`src/rtl/pw_pkg.sv`:
```
package pw_pkg;
    localparam int ADDR_W = 32;
    localparam int OFF_W  = 12;
    localparam int IDX_W  = 10;
    localparam int PN_W   = ADDR_W - OFF_W;

    typedef struct packed {
        logic [IDX_W-1:0] dir;
        logic [IDX_W-1:0] tbl;
        logic [OFF_W-1:0] off;
    } lin_addr_t;

    typedef enum logic [2:0] {
        ST_IDLE,
        ST_PDE_RD,
        ST_PDE_WT,
        ST_PTE_RD,
        ST_PTE_WT
    } walk_st_t;

    typedef struct packed {
        logic            valid;
        logic [PN_W-1:0] vpn;
        logic [PN_W-1:0] ppn;
    } xlat_ent_t;

    // Address of a 4-byte entry inside a 4 KB table.
    function automatic logic [ADDR_W-1:0] entry_addr(input logic [PN_W-1:0] base,
                                                     input logic [IDX_W-1:0] idx);
        return {base, idx, 2'b00};
    endfunction
endpackage

```
`src/rtl/pw_xlat_cache.sv`:
```
module pw_xlat_cache
    import pw_pkg::*;
#(
    parameter int ENTRIES = 32
) (
    input  logic            clk,
    input  logic            rst,
    input  logic            flush,
    input  logic [PN_W-1:0] lk_vpn,
    output logic            lk_hit,
    output logic [PN_W-1:0] lk_ppn,
    input  logic            fill_en,
    input  logic [PN_W-1:0] fill_vpn,
    input  logic [PN_W-1:0] fill_ppn
);
    localparam int PTR_W = (ENTRIES > 1) ? $clog2(ENTRIES) : 1;
    localparam logic [PTR_W-1:0] LAST = PTR_W'(ENTRIES - 1);

    xlat_ent_t        ents [ENTRIES];
    logic [PTR_W-1:0] ptr;
    logic [ENTRIES-1:0] match;

    generate
        for (genvar g = 0; g < ENTRIES; g++) begin : g_cmp
            assign match[g] = ents[g].valid && (ents[g].vpn == lk_vpn);
        end
    endgenerate

    always_comb begin
        lk_ppn = '0;
        for (int i = 0; i < ENTRIES; i++) begin
            if (match[i]) lk_ppn = lk_ppn | ents[i].ppn;
        end
    end
    assign lk_hit = |match;

    always_ff @(posedge clk) begin
        if (rst || flush) begin
            for (int i = 0; i < ENTRIES; i++) ents[i].valid <= 1'b0;
            ptr <= '0;
        end else if (fill_en) begin
            ents[ptr] <= '{valid: 1'b1, vpn: fill_vpn, ppn: fill_ppn};
            ptr       <= (ptr == LAST) ? '0 : ptr + 1'b1;
        end
    end

    // after a flush nothing can hit
    a_r8_flush_empties: assert property (@(posedge clk) disable iff (rst)
        flush |=> !lk_hit);
endmodule

```
`src/rtl/pw_walker.sv`:
```
module pw_walker
    import pw_pkg::*;
(
    input  logic              clk,
    input  logic              rst,
    input  logic              start,
    input  logic [ADDR_W-1:0] lin,
    input  logic [ADDR_W-1:0] dir_base,
    output logic              busy,
    output logic              mem_rd_en,
    output logic [ADDR_W-1:0] mem_rd_addr,
    input  logic              mem_rd_valid,
    input  logic [ADDR_W-1:0] mem_rd_data,
    output logic              done,
    output logic              fault,
    output logic [PN_W-1:0]   ppn,
    output logic [ADDR_W-1:0] walk_lin
);
    walk_st_t        st;
    lin_addr_t       lin_q;
    logic [PN_W-1:0] tbl_base;
    logic            present;
    logic            unused_bits;

    assign unused_bits = ^{dir_base[OFF_W-1:0], mem_rd_data[OFF_W-1:1]};
    assign present     = mem_rd_data[0];

    always_ff @(posedge clk) begin
        if (rst) begin
            st       <= ST_IDLE;
            lin_q    <= '0;
            tbl_base <= '0;
        end else begin
            unique case (st)
                ST_IDLE: if (start) begin
                    lin_q <= lin_addr_t'(lin);
                    st    <= ST_PDE_RD;
                end
                ST_PDE_RD: st <= ST_PDE_WT;
                ST_PDE_WT: if (mem_rd_valid) begin
                    if (present) begin
                        tbl_base <= mem_rd_data[ADDR_W-1:OFF_W];
                        st       <= ST_PTE_RD;
                    end else begin
                        st <= ST_IDLE;
                    end
                end
                ST_PTE_RD: st <= ST_PTE_WT;
                ST_PTE_WT: if (mem_rd_valid) st <= ST_IDLE;
                default:   st <= ST_IDLE;
            endcase
        end
    end

    assign busy      = (st != ST_IDLE);
    assign mem_rd_en = (st == ST_PDE_RD) || (st == ST_PTE_RD);
    assign mem_rd_addr = (st == ST_PDE_RD)
                       ? entry_addr(dir_base[ADDR_W-1:OFF_W], lin_q.dir)
                       : entry_addr(tbl_base, lin_q.tbl);

    assign done  = (st == ST_PTE_WT) && mem_rd_valid && present;
    assign fault = ((st == ST_PDE_WT) || (st == ST_PTE_WT)) && mem_rd_valid && !present;
    assign ppn      = mem_rd_data[ADDR_W-1:OFF_W];
    assign walk_lin = lin_q;

    // every read request lasts exactly one cycle
    a_r9_rd_pulse: assert property (@(posedge clk) disable iff (rst)
        mem_rd_en |=> !mem_rd_en);
endmodule

```
`src/rtl/pw_translator.sv`:
```
module pw_translator
    import pw_pkg::*;
#(
    parameter int TLB_ENTRIES = 32
) (
    input  logic        clk,
    input  logic        rst,
    input  logic        paging_en,
    input  logic [31:0] dir_base,
    input  logic        flush,
    input  logic        req_valid,
    output logic        req_ready,
    input  logic [31:0] req_lin,
    output logic        rsp_valid,
    output logic        rsp_fault,
    output logic [31:0] rsp_phys,
    output logic [31:0] fault_addr,
    output logic        mem_rd_en,
    output logic [31:0] mem_rd_addr,
    input  logic        mem_rd_valid,
    input  logic [31:0] mem_rd_data
);
    logic            accept, walk_busy, walk_start, walk_done, walk_fault;
    logic            hit;
    logic [PN_W-1:0] hit_ppn, walk_ppn;
    logic [31:0]     walk_lin;

    assign req_ready  = !walk_busy;
    assign accept     = req_valid && req_ready;
    assign walk_start = accept && paging_en && !hit;

    pw_xlat_cache #(.ENTRIES(TLB_ENTRIES)) u_cache (
        .clk      (clk),
        .rst      (rst),
        .flush    (flush),
        .lk_vpn   (req_lin[31:OFF_W]),
        .lk_hit   (hit),
        .lk_ppn   (hit_ppn),
        .fill_en  (walk_done),
        .fill_vpn (walk_lin[31:OFF_W]),
        .fill_ppn (walk_ppn)
    );

    pw_walker u_walk (
        .clk          (clk),
        .rst          (rst),
        .start        (walk_start),
        .lin          (req_lin),
        .dir_base     (dir_base),
        .busy         (walk_busy),
        .mem_rd_en    (mem_rd_en),
        .mem_rd_addr  (mem_rd_addr),
        .mem_rd_valid (mem_rd_valid),
        .mem_rd_data  (mem_rd_data),
        .done         (walk_done),
        .fault        (walk_fault),
        .ppn          (walk_ppn),
        .walk_lin     (walk_lin)
    );

    always_ff @(posedge clk) begin
        if (rst) begin
            rsp_valid  <= 1'b0;
            rsp_fault  <= 1'b0;
            rsp_phys   <= '0;
            fault_addr <= '0;
        end else begin
            rsp_valid <= 1'b0;
            rsp_fault <= 1'b0;
            if (accept && !paging_en) begin
                rsp_valid <= 1'b1;
                rsp_phys  <= req_lin;
            end else if (accept && hit) begin
                rsp_valid <= 1'b1;
                rsp_phys  <= {hit_ppn, req_lin[OFF_W-1:0]};
            end else if (walk_done) begin
                rsp_valid <= 1'b1;
                rsp_phys  <= {walk_ppn, walk_lin[OFF_W-1:0]};
            end else if (walk_fault) begin
                rsp_valid  <= 1'b1;
                rsp_fault  <= 1'b1;
                rsp_phys   <= '0;
                fault_addr <= walk_lin;
            end
        end
    end

    // pass-through answers next cycle with the same address
    a_r1_passthru: assert property (@(posedge clk) disable iff (rst)
        (accept && !paging_en) |=> (rsp_valid && !rsp_fault && rsp_phys == $past(req_lin)));

    // a hit answers next cycle and starts no read
    a_r5_hit_fast: assert property (@(posedge clk) disable iff (rst)
        (accept && paging_en && hit) |=> (rsp_valid && !rsp_fault && !mem_rd_en));

    // a walk fault is reported with its linear address captured
    a_r6_fault_capture: assert property (@(posedge clk) disable iff (rst)
        walk_fault |=> (rsp_valid && rsp_fault && fault_addr == $past(walk_lin)));
endmodule

```
`config.mk`:
```
export PLATFORM = sky130hd
export DESIGN_NAME = pw_translator
export DESIGN_NICKNAME = d
export VERILOG_FILES = /design/src/rtl/pw_pkg.sv /design/src/rtl/pw_xlat_cache.sv /design/src/rtl/pw_walker.sv /design/src/rtl/pw_translator.sv
export SDC_FILE = /design/constraint.sdc
export NUM_CORES = 2
export LEC_CHECK = 0
export ABC_AREA = 1
export BUFFER_PORTS_ARGS = -buffer_cell sky130_fd_sc_hd__clkbuf_2
export CAP_MARGIN = 20
export CELL_PAD_IN_SITES_DETAIL_PLACEMENT = 1
export CELL_PAD_IN_SITES_GLOBAL_PLACEMENT = 1
export CORE_ASPECT_RATIO = 2
export CORE_UTILIZATION = 41
export CTS_CLUSTER_SIZE = 16
export DETAILED_ROUTE_END_ITERATION = 10
export GPL_TIMING_DRIVEN = 0
export PLACE_DENSITY = 0.78
export SLEW_MARGIN = 40
export SYNTH_ARGS = -nofsm -noshare
export SYNTH_HDL_FRONTEND = slang
export SYNTH_SLANG_ARGS = --single-unit
```
`constraint.sdc`:
```
create_clock -name clk -period 7 [get_ports clk]
set_input_delay 1.4 -clock clk [delete_from_list [all_inputs] [get_ports clk]]
set_output_delay 1.4 -clock clk [all_outputs]
set_load 0.005 [all_outputs]
```
==> impl_results.md <==
* Run status: complete, no violations
* Global routing usage on met3 at 0.0922
* Top FF cell, synth: edfxtp_1
* Post-DP HPWL at 204 mm
* Final hold vios at 0
* PortBufs at 164
* Synth Cell Area at 62400 um2
* Post-synthesis sequential area ratio at 0.667
* Hold_buf cts at 0
* Pre-CTS WS at 1.13 ns
* Period utilization at 0.792
* Synth cell types at 44
* Inserted Clock Buffers at 120
* Drt wl/cell at 33.7 um
* Post_cts resized at 0
* Number of global-route vias before repair at 53000
* Layout cell share with drive strength beyond 1 at 0.120
* Yosys top cell area share at 0.616
* Chip width at 278 um
* Synth top cells by count: nand2_1 (1575), edfxtp_1 (1280), nor2_1 (1172)
* CTS clk-pin slew, worst paths at 0.08 ns
* Synth Register Bits at 1438
* Worst-Margin Slew at 0.995 ns
* Most used routing layer: met2
* CTS root buf: clkbuf_16
* Initial antenna violation count at 24
* Achievable Freq at around 180 MHz
* DRT iter0 DRCs at 5979
* Initial Util at 0.413
* CP Launch Type: primary input
* # H-tree levels at 3
* Slowest cell on crit path: inv_1
* CP cell instances: buf_4 -> inv_2 -> buf_2 -> nand2_1 -> nand2_1 -> nor2_1 -> nand2_1 -> nor2_1 -> nand3_1 -> inv_1 -> nand2_1 -> nand4_1 -> nor2_1 -> nand2_1 -> nor2_1 -> nand2_1 -> nand3_1 -> a21oi_2
* Worst path required time at slightly below 8 ns
* Initial DRT Pass Iterations at 6
* Final slew viol count at 0
* Max Cap Viol at 0
* TNS Setup at 0 ns
* Syn Inst Count at about 6200
* Vert. Die Dim at around 550 um
* Final worst-path setup slack at between 1 and 1.5 ns
* Area contributors post-synth: edfxtp_1 (62%), nand2_1 (9.5%), nor2_1 (7.1%), dfxtp_1 (5.1%), inv_1 (4.8%)
* Peak supply drop at 0.000212 V
* Setup bufs post-CTS at 0
* Crit end category: flop
* Row count at 202
* Boundary Pins at between 200 and 250
* GR Layer Usage met2 at 0.630
* Worst Skew at 0.0436 ns
* Slew headroom at 0.334
* Synth Warn # at 0
* Global-route wire length before repair at 398 mm
* Final hold slack at around 0.47 ns
* Hold Crit Class: reg -> reg
* Grt ovf at 0
* WS Path Type: in -> reg
* Core region area at 151000 um2
* Cell leakage power at ~30 nW
* Count leader, synth: nand2_1
* Most Frequent Cell on Critical Path: nand2_1
* Min cycle time layout at 5.54 ns
* Pwr Density at between 200 and 300 nW/um2
* Worst skew pair latency at 0.81 ns
* Non-filler cells, final at slightly below 9000
* Avg Cell Area, Syn at around 10 um2
* Synth async-reset ratio at 0
* Total Power at 18.8 mW
* Detailed-route via count at 50800
* DP Cell Count at ~8400
* Clock Tree Buf Depth at 3
* Gpl congestion at 0.964
* CTS sink cnt at 1438
* Largest net degree at the start of global routing at 35
* Synth-to-layout area growth at 16.3%
* Residual DRC at 0
* GR Util met1 at 0.371
* Nets at 6718
* Final WL at 292 mm
* Final-report setup violation count at 0
* Tot GR Track Use at 0.379
* Die area at roughly 150000 um2
* Vias per inst at 5.85
* Critical Path Fanout Max at 10
* CTS tree: yes
* CP arrival at 6.23 ns
* Detail Route Antenna Nets at 0
* CP max stage delay at 0.64 ns
* Post-synth EDFFs at between 1000 and 1500
* Yosys top cell by area: edfxtp_1
* Unrepaired setup endpoints after global routing: no
## layer usage
metal	part of all wire	vias up
li1	-	20800
met1	0.30	25000
met2	0.48	3490
met3	0.091	1515
met4	0.13	16
met5	0.00039	-
## per-stage QoR
| stage | instance area [um2] | utilization |
|---|---|---|
| 2_1_floorplan | 62400 | - |
| 3_3_place_gp | 65600 | 0.434 |
| 3_5_place_dp | 68600 | 0.454 |
| 4_1_cts | 72500 | 0.479 |
| 5_1_grt | 72500 | 0.480 |
| 6_report | 72500 | 0.480 |
## final cells by class
type                       count  area (um2)
sequential                  1438       41700
clock buffer                 162        3380
fill                       16700       78600
antenna                       23        57.6
timing repair buffer         279        3440
buffer                       215        1210
clock inverter                63         479
multi-input combinational   3740       16800
tap                         1938        2420
inverter                     817        3070
## path summary, 6_finish.rpt
check,startpoint,to,slack (ns),cells past startpoint
hold reg to reg,rsp_phys[12]$_SDFFE_PP0P_,rsp_phys[12]$_SDFFE_PP0P_,0.47,2
hold / removal,rsp_phys[12]$_SDFFE_PP0P_,rsp_phys[12]$_SDFFE_PP0P_,0.47,2
setup reg to reg,u_cache.ents[10][26]$_DFFE_PP_,rsp_phys[17]$_SDFFE_PP0P_,2.85,16
setup / recovery,req_lin[27],rsp_phys[22]$_SDFFE_PP0P_,1.46,18
## power breakdown
part | switching (mW) | internal, mW
Combinational | 1.45 | 0.531
Sequential | 0.295 | 9.61
Clock | 3.31 | 3.60
Total | 5.06 | 13.7
## worst max-delay path: cells and delay by family
kind            cells  cell delay (ns)
buf+inv             4             1.60
compound gates      1             0.06
simple gates       13             3.11
## flip-flops by register name (all words and copies together), names as in the netlist
| signal | count |
|---|---|
| u_walk.st | 3 |
| rsp_fault | 1 |
| rsp_valid | 1 |
| rsp_phys | 32 |
| u_walk.tbl_base | 20 |
| fault_addr | 32 |
| u_walk.walk_lin | 32 |
| u_cache.ptr | 5 |
| u_cache.ents | 1312 |
## layout by cell type (no fill, tap or decap), types with 9 or more instances in the layout
| cell type | netlist | layout |
|---|---|---|
| or2_0 | 16 | 16 |
| xnor2_1 | 91 | 91 |
| nand3_1 | 92 | 87 |
| nand3_2 | 19 | 24 |
| clkbuf_2 | 0 | 175 |
| clkbuf_1 | 73 | 75 |
| buf_8 | 0 | 33 |
| a21oi_1 | 74 | 74 |
| clkbuf_4 | 0 | 11 |
| dfxtp_1 | 158 | 138 |
| o21ai_0 | 336 | 335 |
| dfxtp_4 | 0 | 20 |
| buf_4 | 33 | 33 |
| mux2_2 | 20 | 20 |
| buf_6 | 18 | 18 |
| nand3b_1 | 12 | 12 |
| a211oi_2 | 9 | 9 |
| buf_16 | 0 | 61 |
| nand2_1 | 1575 | 1575 |
| xor2_1 | 62 | 62 |
| inv_2 | 21 | 23 |
| nor2_4 | 3 | 35 |
| diode_2 | 0 | 23 |
| buf_12 | 0 | 21 |
| nand4_1 | 55 | 55 |
| clkinv_1 | 4 | 23 |
| buf_2 | 88 | 91 |
| edfxtp_1 | 1280 | 1280 |
| o211ai_1 | 30 | 30 |
| a21oi_2 | 10 | 10 |
| clkbuf_8 | 0 | 9 |
| clkbuf_16 | 0 | 126 |
| nor2_2 | 27 | 29 |
| inv_1 | 791 | 790 |
| o21ai_1 | 95 | 96 |
| nor2_1 | 1172 | 1138 |
| clkinv_2 | 0 | 24 |
## logic make-up (layout without fill, tap and decap cells)
logic type	after synthesis	after routing	synth area share
flip-flops	1438	1438	0.667
AND/OR/NAND/NOR	3000	3000	0.191
XOR/XNOR	153	153	0.0215
adder cells (fa/ha/maj)	5	5	0.00100
multiplexers	20	20	0.00361
buffers and inverters	1032	1536	0.0681
other	1	25	0.0000601
AO/OA/AOI/OAI	560	560	0.0481
(Power assumes the default switching activity.)
